[src/rtl/fcd_pkg.sv]
package fcd_pkg;
  typedef enum logic [1:0] {M_ARRAY, M_STATUS, M_SIG, M_CFI} rmode_e;
  typedef enum logic [1:0] {S_IDLE, S_PGM, S_ERS, S_PROT} cstate_e;

  localparam logic [7:0] C_READ    = 8'hFF;
  localparam logic [7:0] C_STAT    = 8'h70;
  localparam logic [7:0] C_SIG     = 8'h90;
  localparam logic [7:0] C_CFI     = 8'h98;
  localparam logic [7:0] C_CLR     = 8'h50;
  localparam logic [7:0] C_PGM     = 8'h40;
  localparam logic [7:0] C_PGM_ALT = 8'h10;
  localparam logic [7:0] C_PGM2    = 8'h30;
  localparam logic [7:0] C_PGM4    = 8'h55;
  localparam logic [7:0] C_BERS    = 8'h20;
  localparam logic [7:0] C_BKERS   = 8'h80;
  localparam logic [7:0] C_SUSP    = 8'hB0;
  localparam logic [7:0] C_CONF    = 8'hD0;
  localparam logic [7:0] C_PSET    = 8'h60;
  localparam logic [7:0] C_PROT    = 8'h01;
  localparam logic [7:0] C_LOCK    = 8'h2F;
  localparam logic [7:0] C_CFG     = 8'h03;
endpackage

[src/rtl/fcd_bank_ctl.sv]
module fcd_bank_ctl
  import fcd_pkg::*;
#(
  parameter int DW  = 16,
  parameter bit IDX = 1'b0
) (
  input  logic          clk,
  input  logic          rst,
  input  logic          lockout,
  input  logic          wr_en,
  input  logic          wr_bank,
  input  logic [DW-1:0] wr_data,
  input  logic          busy,
  output rmode_e        mode,
  output logic          prot,
  output logic          pgm_go,
  output logic          ers_go,
  output logic          sus_go,
  output logic          res_go,
  output logic          clr_go,
  output logic          cfg_wr
);
  cstate_e    state;
  logic       hit;
  logic [7:0] cb;

  assign hit    = wr_en && (wr_bank == IDX) && !lockout;
  assign cb     = (wr_data[DW-1:8] == '0) ? wr_data[7:0] : 8'h00;
  assign cfg_wr = hit && (state == S_PROT) && (cb == C_CFG);

  always_ff @(posedge clk) begin
    if (rst) begin
      prot <= 1'b0;
    end else if (hit && state == S_PROT) begin
      if (cb == C_PROT || cb == C_LOCK) prot <= 1'b1;
      else if (cb == C_CONF)            prot <= 1'b0;
    end
  end

  always_ff @(posedge clk) begin
    if (rst || lockout) begin
      state  <= S_IDLE;
      mode   <= M_ARRAY;
      pgm_go <= 1'b0;
      ers_go <= 1'b0;
      sus_go <= 1'b0;
      res_go <= 1'b0;
      clr_go <= 1'b0;
    end else begin
      pgm_go <= 1'b0;
      ers_go <= 1'b0;
      sus_go <= 1'b0;
      res_go <= 1'b0;
      clr_go <= 1'b0;
      if (hit) begin
        case (state)
          S_IDLE: begin
            if (busy) begin
              case (cb)
                C_STAT:  mode <= M_STATUS;
                C_SIG:   mode <= M_SIG;
                C_CFI:   mode <= M_CFI;
                C_SUSP:  begin mode <= M_STATUS; sus_go <= 1'b1; end
                default: ;
              endcase
            end else begin
              case (cb)
                C_READ:  mode <= M_ARRAY;
                C_STAT:  mode <= M_STATUS;
                C_SIG:   mode <= M_SIG;
                C_CFI:   mode <= M_CFI;
                C_CLR:   clr_go <= 1'b1;
                C_PGM, C_PGM_ALT, C_PGM2, C_PGM4: begin
                  state <= S_PGM;
                  mode  <= M_STATUS;
                end
                C_BERS, C_BKERS: begin
                  state <= S_ERS;
                  mode  <= M_STATUS;
                end
                C_PSET:  state <= S_PROT;
                C_SUSP:  mode <= M_STATUS;
                C_CONF:  begin mode <= M_STATUS; res_go <= 1'b1; end
                default: mode <= M_ARRAY;
              endcase
            end
          end
          S_PGM: begin
            pgm_go <= 1'b1;
            state  <= S_IDLE;
          end
          S_ERS: begin
            state <= S_IDLE;
            if (cb == C_CONF) ers_go <= 1'b1;
            else              mode   <= M_ARRAY;
          end
          default: begin
            state <= S_IDLE;
            mode  <= M_ARRAY;
          end
        endcase
      end
    end
  end

  // a busy bank keeps its mode on read-array
  p_busy_read_array_ignored_r5: assert property (@(posedge clk) disable iff (rst)
    (hit && busy && state == S_IDLE && wr_data == DW'(16'h00FF)) |=> (mode == $past(mode)));

  // lockout forces array mode with nothing pending
  p_lockout_array_r4: assert property (@(posedge clk) disable iff (rst)
    lockout |=> (mode == M_ARRAY && state == S_IDLE));

  // broken erase sequence falls back to array
  p_bad_erase_confirm_r3: assert property (@(posedge clk) disable iff (rst)
    (hit && state == S_ERS && wr_data != DW'(16'h00D0)) |=> (mode == M_ARRAY && !ers_go));
endmodule

[src/rtl/fcd_pe_stub.sv]
module fcd_pe_stub #(
  parameter int BUSY_CYCLES = 8,
  localparam int CW = $clog2(BUSY_CYCLES + 1)
) (
  input  logic       clk,
  input  logic       rst,
  input  logic       pgm_go,
  input  logic       ers_go,
  input  logic       sus_go,
  input  logic       res_go,
  input  logic       clr_go,
  input  logic       prot,
  output logic       busy,
  output logic [7:0] status
);
  logic          susp, pfail, efail;
  logic [CW-1:0] cnt;

  assign status = {~busy, susp, efail, pfail, 4'b0000};

  always_ff @(posedge clk) begin
    if (rst) begin
      busy  <= 1'b0;
      susp  <= 1'b0;
      pfail <= 1'b0;
      efail <= 1'b0;
      cnt   <= '0;
    end else begin
      if (pgm_go || ers_go) begin
        if (prot) begin
          if (pgm_go) pfail <= 1'b1;
          if (ers_go) efail <= 1'b1;
        end else if (!busy && !susp) begin
          busy <= 1'b1;
          cnt  <= CW'(BUSY_CYCLES - 1);
        end
      end else if (sus_go && busy) begin
        busy <= 1'b0;
        susp <= 1'b1;
      end else if (res_go && susp) begin
        busy <= 1'b1;
        susp <= 1'b0;
      end else if (busy) begin
        if (cnt == '0) busy <= 1'b0;
        else           cnt  <= cnt - 1'b1;
      end
      if (clr_go) begin
        pfail <= 1'b0;
        efail <= 1'b0;
      end
    end
  end

  // busy only rises from a start or a resume
  p_busy_needs_start_r6: assert property (@(posedge clk) disable iff (rst)
    $rose(busy) |-> $past(pgm_go || ers_go || res_go));

  // a protected bank never becomes busy from a start
  p_protected_stays_idle_r10: assert property (@(posedge clk) disable iff (rst)
    (prot && (pgm_go || ers_go) && !busy && !susp) |=> !busy);
endmodule

[src/rtl/fcd_read_port.sv]
module fcd_read_port
  import fcd_pkg::*;
#(
  parameter int          AW        = 16,
  parameter int          DW        = 16,
  parameter logic [15:0] MFR_ID    = 16'h0020,
  parameter logic [15:0] DEV_ID    = 16'h00A0,
  parameter logic [15:0] REV_ID    = 16'h0001,
  parameter logic [15:0] PROT_WORD = 16'h1234
) (
  input  logic          clk,
  input  logic          rst,
  input  logic          rd_strobe,
  input  logic          rd_bank,
  input  logic [AW-1:0] rd_addr,
  input  rmode_e        mode0,
  input  rmode_e        mode1,
  input  logic [7:0]    status0,
  input  logic [7:0]    status1,
  input  logic          prot0,
  input  logic          prot1,
  input  logic [DW-1:0] cfg,
  output logic [DW-1:0] rd_data
);
  logic          strobe_q;
  rmode_e        sel_mode;
  logic [7:0]    sel_status;
  logic [DW-1:0] sig_word, cfi_word, value;

  assign sel_mode   = rd_bank ? mode1 : mode0;
  assign sel_status = rd_bank ? status1 : status0;

  always_comb begin
    sig_word = '0;
    if (rd_bank) begin
      sig_word = DW'(prot1);
    end else begin
      case (rd_addr)
        AW'(0):  sig_word = DW'(MFR_ID);
        AW'(1):  sig_word = DW'(DEV_ID);
        AW'(2):  sig_word = DW'(prot0);
        AW'(3):  sig_word = DW'(REV_ID);
        AW'(4):  sig_word = DW'(PROT_WORD);
        AW'(5):  sig_word = cfg;
        default: sig_word = '0;
      endcase
    end
  end

  always_comb begin
    case (rd_addr)
      AW'(16'h10): cfi_word = DW'(16'h0051);
      AW'(16'h11): cfi_word = DW'(16'h0052);
      AW'(16'h12): cfi_word = DW'(16'h0059);
      default:     cfi_word = '0;
    endcase
  end

  always_comb begin
    case (sel_mode)
      M_STATUS: value = DW'(sel_status);
      M_SIG:    value = sig_word;
      M_CFI:    value = cfi_word;
      default:  value = '1;
    endcase
  end

  always_ff @(posedge clk) begin
    if (rst) begin
      strobe_q <= 1'b0;
      rd_data  <= '0;
    end else begin
      strobe_q <= rd_strobe;
      if (rd_strobe && !strobe_q) rd_data <= value;
      else if (!rd_strobe)        rd_data <= '0;
    end
  end

  // captured word held while the strobe stays active
  p_hold_while_strobe_r8: assert property (@(posedge clk) disable iff (rst)
    (rd_strobe && strobe_q) |=> $stable(rd_data));

  // released strobe gives zero
  p_idle_zero_r8: assert property (@(posedge clk) disable iff (rst)
    !rd_strobe |=> (rd_data == '0));
endmodule

[src/rtl/flash_cmd_decoder.sv]
module flash_cmd_decoder
  import fcd_pkg::*;
#(
  parameter int          AW          = 16,
  parameter int          DW          = 16,
  parameter int          BUSY_CYCLES = 8,
  parameter logic [15:0] MFR_ID      = 16'h0020,
  parameter logic [15:0] DEV_ID      = 16'h00A0,
  parameter logic [15:0] REV_ID      = 16'h0001,
  parameter logic [15:0] PROT_WORD   = 16'h1234
) (
  input  logic          clk,
  input  logic          rst,
  input  logic          lockout,
  input  logic          wr_en,
  input  logic          wr_bank,
  input  logic [AW-1:0] wr_addr,
  input  logic [DW-1:0] wr_data,
  input  logic          rd_strobe,
  input  logic          rd_bank,
  input  logic [AW-1:0] rd_addr,
  output logic [DW-1:0] rd_data,
  output logic [1:0]    busy,
  output logic [1:0]    pgm_start,
  output logic [1:0]    erase_start
);
  localparam int NB = 2;

  rmode_e        mode_w   [NB];
  logic [7:0]    status_w [NB];
  logic [NB-1:0] prot_w, sus_w, res_w, clr_w, cfgwr_w;
  logic [DW-1:0] cfg;

  for (genvar b = 0; b < NB; b++) begin : g_bank
    fcd_bank_ctl #(.DW(DW), .IDX(b[0])) u_ctl (
      .clk(clk), .rst(rst), .lockout(lockout),
      .wr_en(wr_en), .wr_bank(wr_bank), .wr_data(wr_data),
      .busy(busy[b]), .mode(mode_w[b]), .prot(prot_w[b]),
      .pgm_go(pgm_start[b]), .ers_go(erase_start[b]),
      .sus_go(sus_w[b]), .res_go(res_w[b]), .clr_go(clr_w[b]),
      .cfg_wr(cfgwr_w[b])
    );
    fcd_pe_stub #(.BUSY_CYCLES(BUSY_CYCLES)) u_pe (
      .clk(clk), .rst(rst),
      .pgm_go(pgm_start[b]), .ers_go(erase_start[b]),
      .sus_go(sus_w[b]), .res_go(res_w[b]), .clr_go(clr_w[b]),
      .prot(prot_w[b]), .busy(busy[b]), .status(status_w[b])
    );
  end

  always_ff @(posedge clk) begin
    if (rst)               cfg <= '0;
    else if (|cfgwr_w)     cfg <= DW'(wr_addr);
  end

  fcd_read_port #(
    .AW(AW), .DW(DW), .MFR_ID(MFR_ID), .DEV_ID(DEV_ID),
    .REV_ID(REV_ID), .PROT_WORD(PROT_WORD)
  ) u_rd (
    .clk(clk), .rst(rst), .rd_strobe(rd_strobe), .rd_bank(rd_bank),
    .rd_addr(rd_addr), .mode0(mode_w[0]), .mode1(mode_w[1]),
    .status0(status_w[0]), .status1(status_w[1]),
    .prot0(prot_w[0]), .prot1(prot_w[1]), .cfg(cfg), .rd_data(rd_data)
  );

  // a bank never gets program and erase starts together
  p_single_start_r6: assert property (@(posedge clk) disable iff (rst)
    $onehot0({pgm_start[0], erase_start[0]}) && $onehot0({pgm_start[1], erase_start[1]}));
endmodule

[config.mk]
export PLATFORM = sky130hd
export DESIGN_NAME = flash_cmd_decoder
export DESIGN_NICKNAME = d
export VERILOG_FILES = /design/src/rtl/fcd_pkg.sv /design/src/rtl/fcd_bank_ctl.sv /design/src/rtl/fcd_pe_stub.sv /design/src/rtl/fcd_read_port.sv /design/src/rtl/flash_cmd_decoder.sv
export SDC_FILE = /design/constraint.sdc
export NUM_CORES = 1
export LEC_CHECK = 0
export BUFFER_PORTS_ARGS = -buffer_cell sky130_fd_sc_hd__buf_4
export CELL_PAD_IN_SITES_DETAIL_PLACEMENT = 1
export CELL_PAD_IN_SITES_GLOBAL_PLACEMENT = 1
export CORE_UTILIZATION = 42
export CTS_BUF_LIST = sky130_fd_sc_hd__clkbuf_16
export DETAILED_ROUTE_END_ITERATION = 10
export PLACE_DENSITY = 0.79
export SETUP_SLACK_MARGIN = 0.4
export SYNTH_ARGS = -nofsm -noshare
export SYNTH_HDL_FRONTEND = slang
export SYNTH_HIERARCHICAL = 1
export SYNTH_SLANG_ARGS = --single-unit
[constraint.sdc]
create_clock -name clk -period 2.8 [get_ports clk]
set_clock_uncertainty 0.15 [all_clocks]
set_input_delay 0.14 -clock clk [delete_from_list [all_inputs] [get_ports clk]]
set_output_delay 0.14 -clock clk [all_outputs]
set_load 0.01 [all_outputs]
==> results of run 1 <==
==> layout make-up <==
class,count,area (µm²)
clock buffers,9,225
clock inverters,7,42.5
fillers,1226,4830
inverters,24,90.1
multi-input cells,395,2720
flip-flops and latches,69,1380
well taps,136,170
repair buffers,98,778
==> stage by stage <==
| stage | setup slack, ns | util, % |
|---|---|---|
| floorplan | 0.633 | - |
| global placement | 0.554 | 48.5 |
| detailed placement | 0.484 | 48.5 |
| CTS | 0.762 | 52.8 |
| global route | 0.550 | 52.8 |
| finish | 0.709 | 52.8 |
==> registers in the layout (all words and copies together), names as in the netlist, 4 cells and up <==
signal              flops
u_rd/rd_data           16
g_bank.u_pe/cnt         8
g_bank.u_ctl/mode       4
g_bank.u_ctl/state      4
cfg                    16
==> cells in the final DEF, fill, tap and decap left out, drive strengths merged, types with 6 or more instances in the layout <==
cell         count
nand3           14
nor2            29
nor3            19
a41o             6
dlygate4sd3     17
nand4           14
nand2           32
nor4            20
clkbuf           9
conb             8
a31oi            6
dfxtp           69
o21ai           33
or4              7
a21oi           51
nor2b           10
buf             81
inv             26
nand2b          15
or3b            20
==> worst min-delay path, stage by stage <==
cell and delay, ns:
buf_4 0.11, nor3b_4 0.07, nand3_2 0.09, a221oi_2 0.06
==> synth_stat cells, drive strengths merged, types with 5 or more instances <==
library cell,instances,area share (%)
dfxtp,69,31
a21oi,51,5.8
o21ai,33,3.7
nand2,32,2.7
nor2,29,2.5
buf,27,4.1
inv,24,2.0
nor4,20,4.9
or3b,20,4.0
clkbuf,19,1.7
nor3,19,2.3
nand2b,15,2.1
nand3,14,1.8
nand4,14,2.1
nor2b,10,1.4
or4,7,1.4
a31oi,6,0.85
a41o,6,1.4
nor3b,5,1.1
o2111ai,5,1.1
o211ai,5,0.85
==> logic make-up after synthesis <==
kind of cell / Yosys count / share of synthesized area, %
xor gates and xnor gates: 4 / 0.795
adders and majority gates: 2 / 0.568
and+or+nand+nor: 219 / 32.8
buffers and inverters: 70 / 7.86
DFF: 69 / 31.3
muxes: 3 / 0.738
other: 2 / 0.170
AOI/OAI and AO/OA: 159 / 25.7
==> worst min path at each step <==
stage,end,slack [ns],startpoint
floorplan,g_bank[0].u_ctl/prot,0.06,rst
global placement,g_bank[0].u_pe/pfail,0.26,g_bank[0].u_ctl/clr_go
detailed placement,g_bank[0].u_pe/pfail,0.26,g_bank[0].u_ctl/clr_go
CTS,u_rd/rd_data[1],0.02,rd_addr[3]
global route,u_rd/rd_data[2],0.04,rd_addr[2]
finish,u_rd/rd_data[1],0.05,rd_addr[3]
==> power by group <==
part	switching, µW	internal (µW)
Sequential	9.11	996
Combinational	160	136
Clock	449	594
==> layer usage <==
| layer | track usage [%] | up-vias |
|---|---|---|
| li1 | - | 2124 |
| met1 | 33.4 | 2201 |
| met2 | 44.8 | 104 |
| met3 | 4.70 | 27 |
| met4 | 9.29 | 0 |
| met5 | 0 | - |
==> impl_metrics.env, run 1 <==
export IMPL_status="finished clean"
export IMPL_placed_area_mm2=0.00496
export IMPL_path_cells="nor2_1, a21oi_1, nand2_1, a21oi_1, nor3_1"
export IMPL_gp_congestion=0.817
export IMPL_antenna_cells=0
export IMPL_drt_iter0_markers=177
export IMPL_final_area_mm2=0.00540
export IMPL_floorplan_die_area_mm2=0.0109
export IMPL_min_path_cells=4
export IMPL_synth_area_mm2=0.00441
export IMPL_wire_per_inst_um=18.8
export IMPL_hold_viol=0
export IMPL_cts_hold_fix_buffers=17
export IMPL_synth_edf_count=0
export IMPL_worst_path_largest_cell_delay_ns=0.58
export IMPL_ant_nets=0
export IMPL_met2_wirelength_um=6940
export IMPL_drv_slew=0
export IMPL_hp_class="primary input to flop"
export IMPL_worst_setup_path_end_kind="flop"
export IMPL_post_cts_resized=0
export IMPL_m1WireLength_um=6210
export IMPL_slowest_stage="dfxtp_1"
export IMPL_rsz0062_at_grt="false"
export IMPL_finalSetupTns_ns=0
export IMPL_worstSetupStartpoint="g_bank[1].u_ctl/mode[1]"
export IMPL_worst_path_dominant_cell_family="compound AO/OA/AOI/OAI gates"
export IMPL_grt_max_degree=45
export IMPL_final_nets=654
export IMPL_placement_rows=37
export IMPL_period_share_pct=74.7
export IMPL_period_minus_slack_ns=2.09
export IMPL_die_h_um=104
export IMPL_place_inst=705
export IMPL_first_global_vias=4523
export IMPL_die_w_um=104
export IMPL_worstSetupStartpointType="flop"
export IMPL_path_clk_slew_ns=0.06
export IMPL_dp_hpwl_um=9340
export IMPL_yosysUniqueCellTypes=88
export IMPL_r2r_start="g_bank[1].u_ctl/mode[1]"
export IMPL_leakage_uw=0.00197
export IMPL_ys_seq_elements=69
export IMPL_ctsLongestPathBuffers=2
export IMPL_cp_max_fo=12
export IMPL_syn_area_per_cell_um2=8.35
export IMPL_path_common_cell="a21oi_1"
export IMPL_postSynth_asyncResetShare_pct=0
export IMPL_power_density_mw_per_mm2=434
export IMPL_ir_drop_mv=0.321
export IMPL_ys_seq_area_share_pct=31.3
export IMPL_whs_ns=0.0473
export IMPL_vias=4456
export IMPL_cts_buffers=9
export IMPL_placeableCoreArea_mm2=0.0102
export IMPL_cts_max_level=3
export IMPL_worst_pin_slew_ns=0.558
export IMPL_fmax_ghz=0.478
export IMPL_rrSetupSlack_ns=0.71
export IMPL_post_cts_buffers=0
export IMPL_reg2regPathDepth=5
export IMPL_grt_ovfl_total=0
export IMPL_worst_path_stages=5
export IMPL_required_ns=2.85
export IMPL_top_layer="met4"
export IMPL_start_util_pct=43.1
export IMPL_ys_warn_count=6
export IMPL_antenna_found_initial=0
export IMPL_max_slew_margin_pct=62.8
export IMPL_portBuffers=76
export IMPL_area_growth_syn_to_layout_pct=22.6
export IMPL_r2r_end="u_rd/rd_data[13]"
export IMPL_routed_via_density=6.04
export IMPL_drc=0
export IMPL_fin_cells=738
export IMPL_clock_sinks=69
export IMPL_cts_root_buf="clkbuf_16"
export IMPL_final_layout_size_suffix_gt1_share_pct=22.8
export IMPL_cts_tree="yes"
export IMPL_final_setup_viol_count=0
export IMPL_synthCells=528
export IMPL_crit_end="u_rd/rd_data[13]"
export IMPL_dr_pass1_iters=4
export IMPL_cp_num_buf_inv=0
export IMPL_routed_wl_um=13900
export IMPL_worstSetupPathType="flop to flop"
export IMPL_drv_cap=0
export IMPL_ys_flop_type="dfxtp_1"
export IMPL_grtUsageTotal_pct=26.4
export IMPL_ios=77
export IMPL_dr_wl_met3_um=471
export IMPL_grt_pass1_wl_um=23300
export IMPL_crit_arrival_ns=2.14
export IMPL_power_uw=2340
export IMPL_clk_latency_ns=0.33
Power figures use the tool's default switching activity.
==> run 2: changes to the inputs <==
==> constraint.sdc (replaced) <==
create_clock -name clk -period 2 [get_ports clk]
set_clock_uncertainty 0.15 [all_clocks]
set_input_delay 0.1 -clock clk [delete_from_list [all_inputs] [get_ports clk]]
set_output_delay 0.1 -clock clk [all_outputs]
set_load 0.01 [all_outputs]
==> run 2 against run 1 <==
Against the previous run: fmax increased by 8.5%; die area is the same; sequential share of layout area fell by 4.2 points; non-clock buffer count rose by 78; first-iteration DRC count grew 86%; sequential power rose by 41%; largest power group unchanged.
==> impl_metrics.env, run 2 (synthesized netlist as in run 1, its figures left out) <==
export IMPL_ctsLongestPathBuffers=2
export IMPL_final_setup_viol_count=0
export IMPL_fmax_ghz=0.519
export IMPL_routed_via_density=6.59
export IMPL_crit_arrival_ns=2.04
export IMPL_worst_path_largest_cell_delay_ns=0.37
export IMPL_ant_nets=0
export IMPL_cts_root_buf="clkbuf_16"
export IMPL_p_switching_uw=1080
export IMPL_die_h_um=104
export IMPL_status="finished clean"
export IMPL_final_layout_size_suffix_gt1_share_pct=41.2
export IMPL_final_cell_mix="140 x buf_4, 58 x dfxtp_1, 42 x a21oi_1"
export IMPL_first_global_vias=5222
export IMPL_hold_viol=0
export IMPL_ios=77
export IMPL_ir_drop_mv=0.453
export IMPL_cts_max_level=3
export IMPL_cp_max_fo=8
export IMPL_floorplan_die_area_mm2=0.0109
export IMPL_drt_iter0_markers=330
export IMPL_worst_pin_slew_ns=0.567
export IMPL_start_util_pct=43.1
export IMPL_pre_cts_ws_ns=-0.184
export IMPL_rsz0062_at_grt="true"
export IMPL_final_nets=732
export IMPL_placed_area_mm2=0.00534
export IMPL_dr_pass1_iters=4
export IMPL_drv_slew=0
export IMPL_clk_latency_ns=0.35
export IMPL_portBuffers=76
export IMPL_routed_wl_um=21600
export IMPL_path_cells="nand2_2, nor2_4, nand3_4, nor4b_4, buf_6, buf_16, o21ai_1, a21oi_1"
export IMPL_required_ns=2.12
export IMPL_path_clk_slew_ns=0.07
export IMPL_clock_sinks=69
export IMPL_worstSetupPathType="flop to flop"
export IMPL_drc=0
export IMPL_layout_commonest_cell="buf_4"
export IMPL_antenna_found_initial=0
export IMPL_drv_cap=0
export IMPL_die_w_um=104
export IMPL_period_minus_slack_ns=1.93
export IMPL_power_density_mw_per_mm2=564
export IMPL_final_util_pct=64.2
export IMPL_final_area_mm2=0.00656
export IMPL_antenna_cells=0
export IMPL_grt_ovfl_total=0
export IMPL_fin_ws_ns=0.0736
export IMPL_reg_largest_list="cfg (16), u_rd/rd_data (16), g_bank.u_pe/cnt (8)"
export IMPL_sw_frac_of_total_pct=29.1
export IMPL_wire_per_inst_um=26.4
export IMPL_pwr_share_seq_pct=38.0
export IMPL_max_slew_margin_pct=61.9
export IMPL_placeableCoreArea_mm2=0.0102
export IMPL_grt_max_degree=33
export IMPL_vias=5379
export IMPL_gp_congestion=0.873
export IMPL_period_share_pct=96.3
export IMPL_cts_tree="yes"
export IMPL_slowest_stage="dfxtp_4"
export IMPL_p_int_uw=2620
export IMPL_comb_power_share_pct=14.8
export IMPL_grtUsageTotal_pct=32.6
export IMPL_hp_class="primary input to flop"
export IMPL_dp_hpwl_um=10100
export IMPL_area_growth_syn_to_layout_pct=48.9
export IMPL_placement_rows=37
export IMPL_worst_setup_path_end_kind="flop"
export IMPL_leakage_uw=0.00251
export IMPL_p_clk_share_pct=47.2
export IMPL_grt_pass1_wl_um=27900
export IMPL_cts_buffers=9
export IMPL_worstSetupStartpointType="flop"
## run 2: cell count changes in the layout (fill, tap and decap cells not counted), sizes merged
cell         change
buf             +73
bufinv           +1
clkinv           -2
dlygate4sd3      +5
inv              +1
## run 2: layer usage
metal  vias up  wire [µm]  global-route usage (%)
met3       125       1660                    6.02
met1      2604       7740                    37.3
met5         -          0                       0
met2       363      10700                    57.9
met4         0       1400                    15.6
li1       2287          -                       -
## run 2: final timing paths
kind	startpoint	endpoint	slack, ns	cells after the start
max	g_bank[1].u_ctl/state[0]	cfg[0]	0.07	8
min	wr_data[5]	g_bank[1].u_ctl/clr_go	0.03	3
max reg2reg	g_bank[1].u_ctl/state[0]	cfg[0]	0.07	8
min reg2reg	g_bank[1].u_ctl/clr_go	g_bank[1].u_pe/efail	0.29	1
## run 2: stage by stage
step	TNS [ns]	power (µW)	cells	hold WS, ns
2_1_floorplan	0	1630	534	0.0191
3_3_place_gp	-1.62	1850	745	0.226
3_5_place_dp	-2.74	1860	745	0.241
4_1_cts	0	3550	802	0.0175
5_1_grt	0	3770	816	0.0219
6_report	0	3700	816	0.0268
## run 2: cell type report
| cell class | instances | area [µm²] |
|---|---|---|
| clock buffer | 9 | 225 |
| multi-input combinational | 395 | 3100 |
| clock inverter | 7 | 82.6 |
| tap | 136 | 170 |
| sequential | 69 | 1410 |
| fill | 1153 | 3670 |
| inverter | 24 | 90.1 |
| timing repair buffer | 176 | 1500 |
## run 2: critical path, delay by kind of cell, from the launching register on
kind / cells / cell delay (ns)
buf+inv: 2 / 0.39
flops: 1 / 0.37
compound gates: 2 / 0.30
simple gates: 4 / 0.61
## run 2: what timing repair did
item | in CTS | in global routing
endpoints found under the setup margin | 46 | 46
pin swaps | 25 | 40
endpoints found under the hold margin | 26 | 0
gates cloned | 3 | 0
buffers inserted | 16 | 14
hold buffers | 22 | 0
gates resized for setup | 40 | 70
## run 2: power groups by stage
stage	Clock [µW]	Combinational, µW	Sequential, µW
2_1_floorplan	0	190	1440
3_3_place_gp	0	410	1440
3_5_place_dp	0	422	1440
4_1_cts	1670	468	1400
5_1_grt	1800	567	1410
6_report	1750	547	1410
